===== src/rtl/tmr_pwm_pkg.sv =====
// Package: shared widths, control word layout and register selects for the
// timer PWM bank. Assumes a 16-bit data path for all timer registers.
package tmr_pwm_pkg;

    localparam int DW = 16;

    typedef logic [DW-1:0] word_t;

    // Control word: bit 0 output enable, bit 1 idle level high, bit 2 abrupt shutdown
    typedef struct packed {
        logic abrupt;
        logic idle_hi;
        logic out_en;
    } ctrl_t;

    // Register select inside one channel's window
    typedef enum logic [1:0] {
        CH_CTRL   = 2'd0,
        CH_DUTY   = 2'd1,
        CH_PERIOD = 2'd2,
        CH_COUNT  = 2'd3
    } ch_sel_e;

    // Register select inside the global window
    typedef enum logic [1:0] {
        GL_STATUS = 2'd0,
        GL_SET    = 2'd1,
        GL_CLEAR  = 2'd2,
        GL_NONE   = 2'd3
    } gl_sel_e;

endpackage


===== src/rtl/tmr_pwm_counter.sv =====
// Module: one channel's 16-bit up-counter.
// The counter loads on a direct write, otherwise it steps by one per clock
// while running and wraps to zero after reaching the period value.
// A stopped counter holds its value. A count above the period keeps rising
// and rolls over at the top of the range.
module tmr_pwm_counter
    import tmr_pwm_pkg::*;
(
    input  logic  clk,
    input  logic  rst_n,
    input  logic  run,
    input  logic  load,
    input  word_t load_val,
    input  word_t period,
    output word_t count
);

    // Count register: load has priority, then wrap or increment while running
    always_ff @(posedge clk) begin
        if (!rst_n) begin
            count <= '0;
        end else if (load) begin
            count <= load_val;
        end else if (run) begin
            if (count == period) begin
                count <= '0;
            end else begin
                count <= count + word_t'(1);
            end
        end
    end

endmodule


===== src/rtl/tmr_pwm_wave.sv =====
// Module: output stage of one channel.
// The pin is registered, so it shows the phase of the count seen one clock
// earlier. The active phase is counts from duty up to period, and it is
// never active when duty exceeds period. A gate flag holds the output on.
// Clearing the enable closes the gate at once in abrupt mode. In graceful
// mode it closes once the count is back at zero, or right away if the
// counter is stopped.
module tmr_pwm_wave
    import tmr_pwm_pkg::*;
(
    input  logic  clk,
    input  logic  rst_n,
    input  logic  run,
    input  word_t count,
    input  word_t duty,
    input  word_t period,
    input  ctrl_t ctrl,
    output logic  pin
);

    logic gate_q;
    logic gate_nx;
    logic active;

    // Active phase of the current count
    always_comb active = (duty <= period) && (count >= duty);

    // Gate stays open while enabled, or in graceful mode until the period ends
    always_comb gate_nx = ctrl.out_en |
                          (gate_q & ~ctrl.abrupt & run & (count != '0));

    // Pin register: idle level unless the gate is open and the phase is active
    always_ff @(posedge clk) begin
        if (!rst_n) begin
            gate_q <= 1'b0;
            pin    <= 1'b0;
        end else begin
            gate_q <= gate_nx;
            pin    <= ctrl.idle_hi ^ (gate_nx & active);
        end
    end

endmodule


===== src/rtl/tmr_pwm_bank.sv =====
// Module: top of the timer PWM bank.
// It decodes the register bus, holds the per-channel control, duty and
// period registers and the shared run bits, and builds one counter and one
// output stage per channel. Assumes NCH between 1 and 16 and at most one
// bus write per clock. Reads are combinational from bus_addr.
module tmr_pwm_bank
    import tmr_pwm_pkg::*;
#(
    parameter  int NCH    = 8,
    localparam int CH_W   = (NCH > 1) ? $clog2(NCH) : 1,
    localparam int ADDR_W = CH_W + 3
) (
    input  logic              clk,
    input  logic              rst_n,
    input  logic              bus_wr,
    input  logic [ADDR_W-1:0] bus_addr,
    input  logic [DW-1:0]     bus_wdata,
    output logic [DW-1:0]     bus_rdata,
    output logic [NCH-1:0]    pwm_out
);

    logic              glob;
    logic [CH_W-1:0]   ch_idx;
    logic [1:0]        sel;
    logic [NCH-1:0]    run_q;
    logic [NCH-1:0]    set_hit;
    logic [NCH-1:0]    clr_hit;
    logic [NCH-1:0]    cnt_wr;
    logic [NCH-1:0]    oe_v;
    logic [NCH-1:0]    init_v;
    logic [NCH-1:0]    abr_v;
    word_t [NCH-1:0]   cnt_vec;
    word_t [NCH-1:0]   duty_vec;
    word_t [NCH-1:0]   per_vec;
    ctrl_t [NCH-1:0]   ctrl_vec;

    // Address split into window, channel and register select
    always_comb begin
        glob   = bus_addr[ADDR_W-1];
        ch_idx = bus_addr[ADDR_W-2:2];
        sel    = bus_addr[1:0];
    end

    // Set and clear masks from global writes
    always_comb begin
        set_hit = '0;
        clr_hit = '0;
        if (bus_wr && glob && gl_sel_e'(sel) == GL_SET)   set_hit = bus_wdata[NCH-1:0];
        if (bus_wr && glob && gl_sel_e'(sel) == GL_CLEAR) clr_hit = bus_wdata[NCH-1:0];
    end

    // Shared run bits: set mask first, then clear mask
    always_ff @(posedge clk) begin
        if (!rst_n) begin
            run_q <= '0;
        end else begin
            run_q <= (run_q | set_hit) & ~clr_hit;
        end
    end

    for (genvar i = 0; i < NCH; i++) begin : g_ch
        logic hit;

        // Write strobe for this channel's window
        always_comb hit = bus_wr && !glob && (ch_idx == CH_W'(i));

        always_comb cnt_wr[i] = hit && (ch_sel_e'(sel) == CH_COUNT);

        // Channel configuration registers
        always_ff @(posedge clk) begin
            if (!rst_n) begin
                ctrl_vec[i] <= '0;
                duty_vec[i] <= '0;
                per_vec[i]  <= '0;
            end else if (hit) begin
                case (ch_sel_e'(sel))
                    CH_CTRL:   ctrl_vec[i] <= ctrl_t'(bus_wdata[2:0]);
                    CH_DUTY:   duty_vec[i] <= bus_wdata;
                    CH_PERIOD: per_vec[i]  <= bus_wdata;
                    default:   ;
                endcase
            end
        end

        // Flat control bits for the bound checker
        always_comb begin
            oe_v[i]   = ctrl_vec[i].out_en;
            init_v[i] = ctrl_vec[i].idle_hi;
            abr_v[i]  = ctrl_vec[i].abrupt;
        end

        tmr_pwm_counter u_cnt (
            .clk      (clk),
            .rst_n    (rst_n),
            .run      (run_q[i]),
            .load     (cnt_wr[i]),
            .load_val (bus_wdata),
            .period   (per_vec[i]),
            .count    (cnt_vec[i])
        );

        tmr_pwm_wave u_wave (
            .clk    (clk),
            .rst_n  (rst_n),
            .run    (run_q[i]),
            .count  (cnt_vec[i]),
            .duty   (duty_vec[i]),
            .period (per_vec[i]),
            .ctrl   (ctrl_vec[i]),
            .pin    (pwm_out[i])
        );
    end

    // Combinational read-back of the addressed register
    always_comb begin
        bus_rdata = '0;
        if (glob) begin
            if (gl_sel_e'(sel) == GL_STATUS) bus_rdata[NCH-1:0] = run_q;
        end else if (int'(ch_idx) < NCH) begin
            case (ch_sel_e'(sel))
                CH_CTRL:   bus_rdata[2:0] = ctrl_vec[ch_idx];
                CH_DUTY:   bus_rdata = duty_vec[ch_idx];
                CH_PERIOD: bus_rdata = per_vec[ch_idx];
                default:   bus_rdata = cnt_vec[ch_idx];
            endcase
        end
    end

endmodule


===== config.mk =====
export PLATFORM = sky130hd
export DESIGN_NAME = tmr_pwm_bank
export DESIGN_NICKNAME = d
export VERILOG_FILES = /design/src/rtl/tmr_pwm_pkg.sv /design/src/rtl/tmr_pwm_counter.sv /design/src/rtl/tmr_pwm_wave.sv /design/src/rtl/tmr_pwm_bank.sv
export SDC_FILE = /design/constraint.sdc
export NUM_CORES = 2
export LEC_CHECK = 0
export ABC_AREA = 0
export BUFFER_PORTS_ARGS = -buffer_cell sky130_fd_sc_hd__buf_2
export CAP_MARGIN = 30
export CORE_UTILIZATION = 45
export DETAILED_ROUTE_END_ITERATION = 10
export HOLD_SLACK_MARGIN = 0.05
export PLACE_DENSITY = 0.68
export SLEW_MARGIN = 20
export SYNTH_ARGS = -nofsm -noshare
export SYNTH_HDL_FRONTEND = slang
export SYNTH_HIERARCHICAL = 1
export SYNTH_SLANG_ARGS = --single-unit

===== constraint.sdc =====
create_clock -name clk -period 4 [get_ports clk]
set_input_delay 0.8 -clock clk [delete_from_list [all_inputs] [get_ports clk]]
set_output_delay 0.8 -clock clk [all_outputs]
set_load 0.005 [all_outputs]

# Word-level counts from Yosys, hierarchy flattened
# Index checks and enable logic that the tools add are counted.
[classes]
reduce_logical = 71
bitwise_logic = 59
muxes = 39
n_lt_le_gt_ge = 17
add_sub_neg = 8
n_eq_ne = 18
[ops]
columns = ["op", "count"]
rows = [
  ["16-bit 2-to-1 mux", 27],
  ["16-bit binary-select mux with 3-bit select", 3],
  ["16-bit by 1-bit adder with 16-bit output (second input constant)", 8],
  ["16-bit equality test", 8],
  ["16-bit >= comparator", 8],
  ["16-bit less-or-equal comparator", 8],
  ["16-bit nonzero test", 8],
  ["2-bit AND reduction", 24],
  ["8-bit 2-to-1 mux", 5],
  ["13-bit one-hot mux with 3 select lines", 1],
  ["1-bit bitwise AND", 32],
  ["1-bit logical AND", 28],
  ["2-bit nonzero test", 8],
  ["3-bit equality test (second input constant)", 4],
  ["3-bit binary-select mux with 3-bit select", 1],
  ["3-bit one-hot mux with 3 select lines", 1],
  ["8-bit bitwise AND", 1],
  ["1-bit NOT", 8],
  ["8-bit NOT", 1],
  ["1-bit bitwise OR", 8],
  ["8-bit bitwise OR", 1],
  ["1-bit bitwise XOR", 8],
  ["3-bit by 2-bit equality test with 1-bit output (second input constant)", 2],
  ["2-bit equality test (second input constant)", 2],
  ["other kinds (7)", 7],
]
[word_totals]
word_cells = 277
input_bits = 25
reg_bits = 432
output_inout_bits = 24

# Longest topological paths before layout
[depth]
ltp_word = 7
ltp_mapped = 11

# Cells and area by module
# Netlist, hierarchy kept.
[by_module_without_submodules]
columns = ["mod", "area_per_inst_um2", "n_inst", "cells_per_inst"]
rows = [
  ["tmr_pwm_bank", 14051.0, 1, 1625],
  ["tmr_pwm_counter", 1337.5, 8, 157],
  ["tmr_pwm_wave (g_ch[0].u_wave ...)", 910.9, 4, 121],
  ["tmr_pwm_wave (g_ch[5].u_wave ...)", 918.4, 3, 129],
  ["tmr_pwm_wave (g_ch[4].u_wave)", 922.1, 1, 121],
]

# Worst setup path after synthesis
# OpenSTA, ideal clock, no wires.
[synth_path]
path_type = "input port to output port"
start = "in bus_addr[2]"
end = "out bus_rdata[1]"
arrival_ns = 2.117
path_stages = 8
n_path_buf = 3
t_required_ns = 3.200
slack_ns = 1.083
path_cell_list = "buf_4 buf_6 buf_6 mux4_2 o22ai_1 nor2_1 a31oi_1 a31oi_1"
[synth_via]
elab_chain_cells = 4
[synth_lines]
columns = ["element", "line", "source"]
rows = [
  ["from (decl)", "tmr_pwm_bank.sv:16", "input logic [ADDR_W-1:0] bus_addr,"],
  ["16-bit binary-select mux with 3-bit select (tied with other cells)", "tmr_pwm_bank.sv:124", "default: bus_rdata = cnt_vec[ch_idx];"],
  ["16-bit 2-to-1 mux (not written as such) (tied with other cells)", "tmr_pwm_bank.sv:124", ""],
  ["3-bit one-hot mux with 3 select lines (*)", "tmr_pwm_bank.sv:120", "case (ch_sel_e'(sel))"],
  ["8-bit 2-to-1 mux (*)", "tmr_pwm_bank.sv:117", "if (glob) begin"],
  ["to (decl)", "tmr_pwm_bank.sv:18", "output logic [DW-1:0] bus_rdata,"],
]
# Every way passes the cells marked *; elsewhere a longest branch is shown, timed or not. The select of a mux whose other input is x is not followed.

# Worst setup path in the final report
[layout_path]
start = "in bus_addr[3]"
end = "out bus_rdata[11]"
[layout_via]
elab_chain_cells = 4
[layout_lines]
columns = ["element", "line"]
rows = [
  ["16-bit binary-select mux with 3-bit select (on tied branches)", "tmr_pwm_bank.sv:124, tmr_pwm_bank.sv:122, tmr_pwm_bank.sv:123"],
  ["16-bit 2-to-1 mux (on tied branches)", "tmr_pwm_bank.sv:124, tmr_pwm_bank.sv:122, tmr_pwm_bank.sv:123"],
  ["13-bit one-hot mux with 3 select lines (*)", "tmr_pwm_bank.sv:120"],
  ["8-bit 2-to-1 mux (*)", "tmr_pwm_bank.sv:117"],
]
# Marked as above.

==> results.cfg <==
[sta]
relSlewSlack_pct = 31.7
rsz0062_at_grt = false
setup_viol = 0
final_max_slew_viol_count = 0
period_minus_slack_ns = 3.88
final-hold-violation-count = 0
max_slew.worst_pin.slew_ns = 1.02
max_freq_mhz = 258
skew_ns = 0.0215
finalCritPeriodShare_pct = 96.9
setup_tns_ns = 0

[cts]
clock_path_buffers = 3
cts_setup_buffers = 0
clock-sinks = 432
clk_latency_ns = 0.63
cts_buffers = 52
htreeDepth = 2
cts.clk_slew.worst_paths_ns = 0.06
clockRootBuffer = clkbuf_16
hold_buffers = 0
cts-resized-gates = 0
cts_tree = yes

[yosys]
syn_area_um2 = 32100
yosysMostFrequentCell = nand2_1
ys_warn_count = 6
yosysTopAreaCell = dfxtp_1
synth-seq-cells = 432
yosysSeqAreaShare_pct = 27.0
yosysUniqueCellTypes = 75
syn_nets = 4162
synthFlopType = dfxtp_1
synth_top_area_share_pct = 27.0
syn_area_per_cell_um2 = 8.28
ys_top_cells_by_count = 708 x nand2_1, 442 x a21oi_1, 432 x dfxtp_1
synthArstFlopShare_pct = 0
synthCells = 3873
synth_edf_count = 0
synthTopCellsByArea = dfxtp_1 27%, ha_1 10%, nand2_1 8.3%

[final_layout]
final_cells = 4831
drive_gt1_share_pct = 13.8
area_delta_synth_final_pct = 8.63
design_area_um2 = 34800
final_nets = 4137

[routing]
via_per_inst = 6.26
dr.pass1.iters = 8
first_iter_violations = 4144
drtAntennaViolNets = 0
drc = 0
vias = 30235
m1WireLength_um = 50000
dr.max_layer_used = met5
dr_wl_met3_um = 17500
wl_met2_um = 51500
wl_per_cell_um = 26.0
routed_wirelength_um = 126000

[critical_path]
max_stage_delay_ns = 0.49
criticalPathCategory = in2out
crit_path_end_kind = primary output
startpoint_type = input pin
worstPathRequired_ns = 3.20
crit_arrival_ns = 3.08
cp_max_fo = 43
critPathSlowestCell = a221oi_1
path_cells = buf_4, buf_12, buf_4, mux4_2, nand2_1, nand2_1, nand2_1, a221oi_1, buf_4, buf_2

[grt]
grt_pass1_vias = 27416
grt_use_total_pct = 34.4
grt_pass1_wl_um = 184000
grt_overflow = 0
antenna_found_initial = 13
grt_start_max_net_pins = 155

[placed_design]
place_area_um2 = 33000
dp_hpwl_um = 90500
place_inst = 4731
place.gp.congestion = 1.09
io_buffers = 48

[die]
pin_count = 49
row_count = 97
start_util_pct = 45.6
core_area_um2 = 70300
die_w_um = 269
dieArea_um2 = 72300
die_y_um = 269

[flow_run]
cap_violations = 0

[power]
p_leak_nw = 13.6
power_density_nw_per_um2 = 297
peakVddDrop_mv = 0.369
power_mw = 10.3

[min_path]
hold_path_class = reg2reg

[outcome]
run_status = complete, no violations
-- per-layer routing --
metal | track usage (%) | vias to the layer above
met4 | 16.2 | 18
met1 | 45.8 | 14333
met2 | 49.1 | 1893
met5 | 1.55 | -
met3 | 11.9 | 418
li1 | - | 13573
-- state kept, by name, indices dropped and copies added (netlist names) --
| register | cells |
|---|---|
| abr_v | 8 |
| duty_vec | 128 |
| ctrl_vec | 16 |
| g_ch.u_wave/pin | 8 |
| g_ch.u_cnt/count | 128 |
| g_ch.u_wave/gate_q | 8 |
| per_vec | 128 |
| run_q | 8 |
-- per-stage QoR --
stage                     hold WS [ns]  setup slack, ns  utilization [%]
after CTS                        0.509            0.257             49.5
final                            0.516            0.122             49.6
after global placement           0.497            0.267             46.8
after global routing             0.523            0.116             49.6
after floorplan                  0.446             1.08                -
after detailed placement         0.501            0.265             46.9
-- critical path, delay by kind of cell --
family / cells / cell delay, ns
AOI/OAI and AO/OA: 1 / 0.49
buffers and inverters: 5 / 1.33
muxes: 1 / 0.23
and+or+nand+nor: 3 / 0.17
-- area by class of cell --
class | instances | area (um2)
Clock buffer | 74 | 1530
Multi-Input combinational cell | 2908 | 20800
Antenna cell | 4 | 10.0
Clock inverter | 19 | 260
Inverter | 280 | 1060
Sequential cell | 432 | 8650
Tap cell | 940 | 1180
Fill cell | 6708 | 35400
Timing Repair Buffer | 174 | 1390
-- cell families (layout without fill, tap and decap cells) --
logic type	Yosys count	in the layout	share of synthesized area, %
simple gates	1418	1418	22.4
other cells	0	4	0
flops	432	432	27.0
buf+inv	533	547	8.35
mux	174	174	8.68
compound gates	812	812	16.7
fa+ha+maj	264	264	10.3
xor+xnor	240	240	6.55
-- worst paths after layout --
kind	slack [ns]	depth (start not counted)	endpoint	startpoint
hold / removal	0.52	2	duty_vec[41]$_SDFFE_PN0P_	duty_vec[41]$_SDFFE_PN0P_
setup / recovery	0.12	10	bus_rdata[11]	bus_addr[3]
setup reg to reg	1.47	7	g_ch[4].u_wave/pin$_SDFF_PN0_	g_ch[4].u_cnt/count[5]$_SDFFE_PN0P_
hold reg to reg	0.52	2	duty_vec[41]$_SDFFE_PN0P_	duty_vec[41]$_SDFFE_PN0P_
-- layout by cell type (no fill, tap or decap), drive strengths merged, types with 12 or more instances in the layout --
cell type and n:
nor2b 23, nand2 714, nand3 111, a31oi 12, a211oi 26, a221oi 18
xor2 208, xnor2 32, clkbuf 74, o21ai 70, mux2i 89, o211ai 22
nand2b 49, inv 282, a21o 13, nor3b 105, nor3 40, o221ai 13
dfxtp 432, nand4 79, nor4 83, a21oi 445, mux4 83, nor2 163
o22ai 116, and3 19, o31ai 36, ha 264, buf 174
-- where the power goes --
group / total [mW] / internal, mW / switching (mW)
Clock: 5.09 / 3.03 / 2.07
Sequential: 4.37 / 4.32 / 0.0448
Combinational: 0.873 / 0.259 / 0.615
Note: power is estimated with default switching activity, not from simulation.
